==> config.mk <==
export PLATFORM = sky130hd
export DESIGN_NAME = hfc_eval
export DESIGN_NICKNAME = d
export VERILOG_FILES = /design/src/rtl/hfc_pkg.sv /design/src/rtl/hfc_eval.sv
export SDC_FILE = /design/constraint.sdc
export NUM_CORES = 1
export LEC_CHECK = 0
export BUFFER_PORTS_ARGS = -buffer_cell sky130_fd_sc_hd__buf_2
export CAP_MARGIN = 20
export CORE_AREA = 2 2 106 108
export DETAILED_ROUTE_END_ITERATION = 6
export DIE_AREA = 0 0 108 110
export PLACE_DENSITY = 0.49
export SETUP_SLACK_MARGIN = 0.02
export SYNTH_ARGS = -nofsm -noshare
export SYNTH_HDL_FRONTEND = slang
export SYNTH_SLANG_ARGS = --single-unit
export TNS_END_PERCENT = 100
==> constraint.sdc <==
create_clock -name vclk -period 2.95
set_clock_uncertainty 0.2 [all_clocks]
set_input_delay 0.295 -clock vclk [all_inputs]
set_output_delay 0.295 -clock vclk [all_outputs]
set_load 0.01 [all_outputs]
==> src/rtl/hfc_pkg.sv <==
package hfc_pkg;
  typedef enum logic [1:0] {
    CAUSE_NONE = 2'd0,
    CAUSE_GP   = 2'd1,
    CAUSE_DNA  = 2'd2,
    CAUSE_UD   = 2'd3
  } cause_e;

  localparam int GP_CHECKS = 6;
  localparam int GP_CODE_W = 3;

  typedef enum logic [GP_CODE_W-1:0] {
    GP_PRIV      = 3'd0,
    GP_ALIGN     = 3'd1,
    GP_FMT       = 3'd2,
    GP_COMP_EN   = 3'd3,
    GP_PRES_COMP = 3'd4,
    GP_RSVD      = 3'd5
  } gp_code_e;
endpackage

==> src/rtl/hfc_eval.sv <==
module hfc_eval
  import hfc_pkg::*;
#(
  parameter int MASK_W     = 64,
  parameter int ALIGN_BITS = 6
) (
  input  logic [MASK_W-1:0]     present_i,
  input  logic [MASK_W-1:0]     compact_i,
  input  logic                  rsvd_nz_i,
  input  logic [ALIGN_BITS-1:0] addr_lo_i,
  input  logic [1:0]            priv_i,
  input  logic [MASK_W-1:0]     user_en_i,
  input  logic [MASK_W-1:0]     sup_en_i,
  input  logic                  task_sw_i,
  input  logic                  os_en_i,
  input  logic                  save_ok_i,
  input  logic                  sup_save_ok_i,
  input  logic                  lock_i,
  output cause_e                cause_o,
  output logic [GP_CODE_W-1:0]  gp_code_o
);
  localparam int FMT_BIT = MASK_W - 1;
  localparam logic [MASK_W-1:0] FEAT_MASK = ~({{(MASK_W-1){1'b0}}, 1'b1} << FMT_BIT);

  logic [GP_CHECKS-1:0] gp_fail;
  logic                 ud_fail;
  logic [MASK_W-1:0]    enabled;

  assign enabled = user_en_i | sup_en_i;

  always_comb begin
    gp_fail               = '0;
    gp_fail[GP_PRIV]      = |priv_i;
    gp_fail[GP_ALIGN]     = |addr_lo_i;
    gp_fail[GP_FMT]       = ~compact_i[FMT_BIT];
    gp_fail[GP_COMP_EN]   = |(compact_i & ~enabled & FEAT_MASK);
    gp_fail[GP_PRES_COMP] = |(present_i & ~compact_i);
    gp_fail[GP_RSVD]      = rsvd_nz_i;
  end

  assign ud_fail = ~save_ok_i | ~sup_save_ok_i | ~os_en_i | lock_i;

  // lowest failing check wins
  logic [GP_CODE_W-1:0] gp_first;
  always_comb begin
    gp_first = '0;
    for (int i = GP_CHECKS - 1; i >= 0; i--) begin
      if (gp_fail[i]) gp_first = GP_CODE_W'(i);
    end
  end

  always_comb begin
    gp_code_o = '0;
    if (ud_fail)        cause_o = CAUSE_UD;
    else if (task_sw_i) cause_o = CAUSE_DNA;
    else if (|gp_fail) begin
      cause_o   = CAUSE_GP;
      gp_code_o = gp_first;
    end else            cause_o = CAUSE_NONE;
  end
endmodule

==> report_table.html <==
<table>
<tr><th>Metric</th><th>Value</th></tr>
<tr><th colspan="2">Layout</th></tr>
<tr><td>FF+latch area</td><td>0 um2</td></tr>
<tr><td>Area overhead of the layout relative to synthesis</td><td>129%</td></tr>
<tr><td>Commonest non-fill, non-tap cells in the layout</td><td>buf_2, nor2_1, nand2b_1, a22oi_1, inv_1</td></tr>
<tr><td>Filler cell count in the final layout</td><td>roughly 1.2k</td></tr>
<tr><td>End-of-flow core utilization</td><td>around 26%</td></tr>
<tr><td>Count of clock-net buffers in the final layout</td><td>0</td></tr>
<tr><td>Fraction of final layout cells with drive strength greater than 1</td><td>57.3%</td></tr>
<tr><td>Seq cells</td><td>0</td></tr>
<tr><td>Most common cell after layout, fill and taps aside</td><td>buf_2</td></tr>
<tr><td>Multi-input combinational cell area</td><td>about 1100 um2</td></tr>
<tr><td>Non-filler instance count after layout</td><td>roughly 630</td></tr>
<tr><td>Net count, final</td><td>about 760</td></tr>
<tr><th colspan="2">Power</th></tr>
<tr><td>IR drop worst, VDD</td><td>0.0411 mV</td></tr>
<tr><td>P_leak</td><td>roughly 1.5 nW</td></tr>
<tr><td>PnR Total Power</td><td>316 uW</td></tr>
<tr><td>Total power per unit cell area</td><td>115 nW/um2</td></tr>
<tr><th colspan="2">Floorplanning</th></tr>
<tr><td>Starting density of the core</td><td>about 11%</td></tr>
<tr><td>Area enclosed by the die boundary</td><td>about 12,000 um2</td></tr>
<tr><td>Die Span Y</td><td>around 110 um</td></tr>
<tr><td>Die W</td><td>around 110 um</td></tr>
<tr><td>Number of core rows</td><td>38</td></tr>
<tr><td>I/O pin count</td><td>around 280</td></tr>
<tr><td>Placeable core area</td><td>approximately 11,000 um2</td></tr>
<tr><th colspan="2">Timing</th></tr>
<tr><td>Fmax</td><td>between 300 and 400 MHz</td></tr>
<tr><td>Final-report hold violation count</td><td>0</td></tr>
<tr><td>Count of endpoints failing setup in the final report</td><td>0</td></tr>
<tr><td>Setup repair after global routing missed its margin</td><td>no</td></tr>
<tr><td>Number of slew-limit violations in the final report</td><td>0</td></tr>
<tr><td>Total negative setup slack</td><td>0 ps</td></tr>
<tr><td>Tmin final</td><td>2550 ps</td></tr>
<tr><td>Final critical-path share of the clock period</td><td>86.3%</td></tr>
<tr><td>Slew margin rel.</td><td>between 70% and 80%</td></tr>
<tr><td>Hold slack final</td><td>approximately 740 ps</td></tr>
<tr><td>Worst-Margin Slew</td><td>roughly 430 ps</td></tr>
<tr><th colspan="2">Place</th></tr>
<tr><td>Total half-perimeter wirelength after legalization and detailed placement</td><td>a little over 9000 um</td></tr>
<tr><td>Weighted congestion at the end of routability-driven global placement</td><td>0.872</td></tr>
<tr><td>Placed cell count</td><td>slightly above 600</td></tr>
<tr><td>Port-buffer cells</td><td>between 200 and 300</td></tr>
<tr><th colspan="2">Setup path</th></tr>
<tr><td>Top fanout value on the critical path</td><td>3</td></tr>
<tr><td>Worst endpoint data arrival time</td><td>approximately 2100 ps</td></tr>
<tr><td>Sort of element at the end of the critical path</td><td>output pin</td></tr>
<tr><td>Chain of cells forming the critical path</td><td>buf_2, nor2_1, a22oi_1, nand4_1, nor4_2, and3_1, nor3b_2, buf_2</td></tr>
<tr><td>Critical path launch point type</td><td>input pin</td></tr>
<tr><td>Crit-path most repeated cell</td><td>buf_2</td></tr>
<tr><td>Critical-path top delay cell</td><td>nor4_2</td></tr>
<tr><td>Critical path start-end classification</td><td>in2out</td></tr>
<tr><td>Critical path data required time</td><td>around 2500 ps</td></tr>
<tr><td>Highest cell delay on the worst timing path</td><td>approximately 420 ps</td></tr>
<tr><th colspan="2">Global routing</th></tr>
<tr><td>Largest net degree at the start of global routing</td><td>4</td></tr>
<tr><td>Antenna violations before repair</td><td>4</td></tr>
<tr><td>Number of global-route vias before repair</td><td>about 2.5k</td></tr>
<tr><td>Gr ovfl total</td><td>0</td></tr>
<tr><td>Global-route usage over all layers</td><td>14.2%</td></tr>
<tr><td>Wire length of the first global-routing pass</td><td>roughly 13,000 um</td></tr>
<tr><th colspan="2">Yosys</th></tr>
<tr><td>Post-Synthesis Cells</td><td>between 200 and 250</td></tr>
<tr><td>Synth warn</td><td>0</td></tr>
<tr><td>Syn Nets</td><td>480</td></tr>
<tr><td>Post-synthesis cell area</td><td>between 1000 and 1500 um2</td></tr>
<tr><td>Average footprint of a synthesized cell</td><td>~5.7 um2</td></tr>
<tr><td>Post-synth cell types</td><td>18</td></tr>
<tr><td>Sequential fraction of the synthesis area</td><td>0%</td></tr>
<tr><th colspan="2">Flow run</th></tr>
<tr><td>Max_cap viols</td><td>0</td></tr>
<tr><th colspan="2">Run status</th></tr>
<tr><td>Result of the run</td><td>finished, final reports clean</td></tr>
<tr><th colspan="2">Route</th></tr>
<tr><td>DRC violation count after routing</td><td>0</td></tr>
<tr><td>Routed length per placed instance</td><td>15.0 um</td></tr>
<tr><td>Routed wire length</td><td>between 9000 and 10,000 um</td></tr>
<tr><td>1st-pass router iterations</td><td>4</td></tr>
<tr><td>Via Count</td><td>~2.6k</td></tr>
<tr><td>Initial drt markers</td><td>56</td></tr>
<tr><td>Number of nets with antenna violations after detailed routing</td><td>0</td></tr>
<tr><td>Detailed-route vias per instance</td><td>a little over 4</td></tr>
<tr><th colspan="2">CTS</th></tr>
<tr><td>Number of buffers inserted by hold repair at cts</td><td>0</td></tr>
<tr><td>Number of post-CTS setup repair buffers</td><td>0</td></tr>
<tr><td>CTS resizes</td><td>0</td></tr>
<tr><th colspan="2">Worst hold path</th></tr>
<tr><td>HP Class</td><td>in2out</td></tr>
</table>
==> report_power, final <==
| part | switching [mW] | total [mW] | internal (mW) |
|---|---|---|---|
| Sequential | 0 | 0 | 0 |
| Combinational | 0.135 | 0.316 | 0.181 |
| Clock | 0 | 0.000000136 | 0.000000136 |
| Total | 0.135 | 0.316 | 0.181 |
==> metal layers <==
layer	GRT usage (%)	share of wire, %	wire length (um)
met5	0	0	0
met4	1.47	0.65	61
met3	1.12	7.2	674
met2	28.5	52	4870
met1	16.8	40	3790
==> cell type report <==
class / instances / area share [%]
diodes: 3 / 0.273
inverters: 18 / 2.46
multi-input cells: 192 / 41.2
well taps: 140 / 6.37
repair buffers: 273 / 49.7
==> Yosys cell counts <==
library cell,count,area [um2]
nand2_1,3,11.3
nand2b_1,49,307
and3_1,1,6.26
inv_1,18,67.6
a31o_1,1,8.76
o211ai_1,1,7.51
nor3_1,3,15.0
o2111ai_1,16,140
nor4_2,2,25.0
or4_1,1,7.51
nor3_2,1,10.0
a22oi_1,31,233
nand4_1,9,56.3
nor4_1,5,31.3
nor2_1,66,248
nand4b_1,1,8.76
nor3b_2,1,12.5
a21oi_1,1,5.00
==> logic make-up after synthesis <==
kind of cell,synth area share [%]
and+or+nand+nor,61.5
AOI/OAI and AO/OA,32.8
buffers and inverters,5.63
==> per-stage QoR <==
stage	worst slack (ps)	cell area [um2]
after floorplan	1130	1200
after global placement	427	2740
after detailed placement	419	2740
after CTS	401	2740
after global routing	229	2750
final	404	2750
==> final timing paths <==
| kind | startpoint | endpoint | slack (ps) | cells after the start |
|---|---|---|---|---|
| worst max-delay path | sup_en_i[51] | gp_code_o[2] | 400 | 8 |
| worst min-delay path | compact_i[63] | gp_code_o[0] | 740 | 3 |
==> worst max-delay path, delay by kind of cell <==
kind,cells,cell delay (ps)
AND/OR/NAND/NOR,5,1150
AO/OA/AOI/OAI,1,380
buffers and inverters,2,220
No activity file was read; power rests on OpenSTA's default activity.
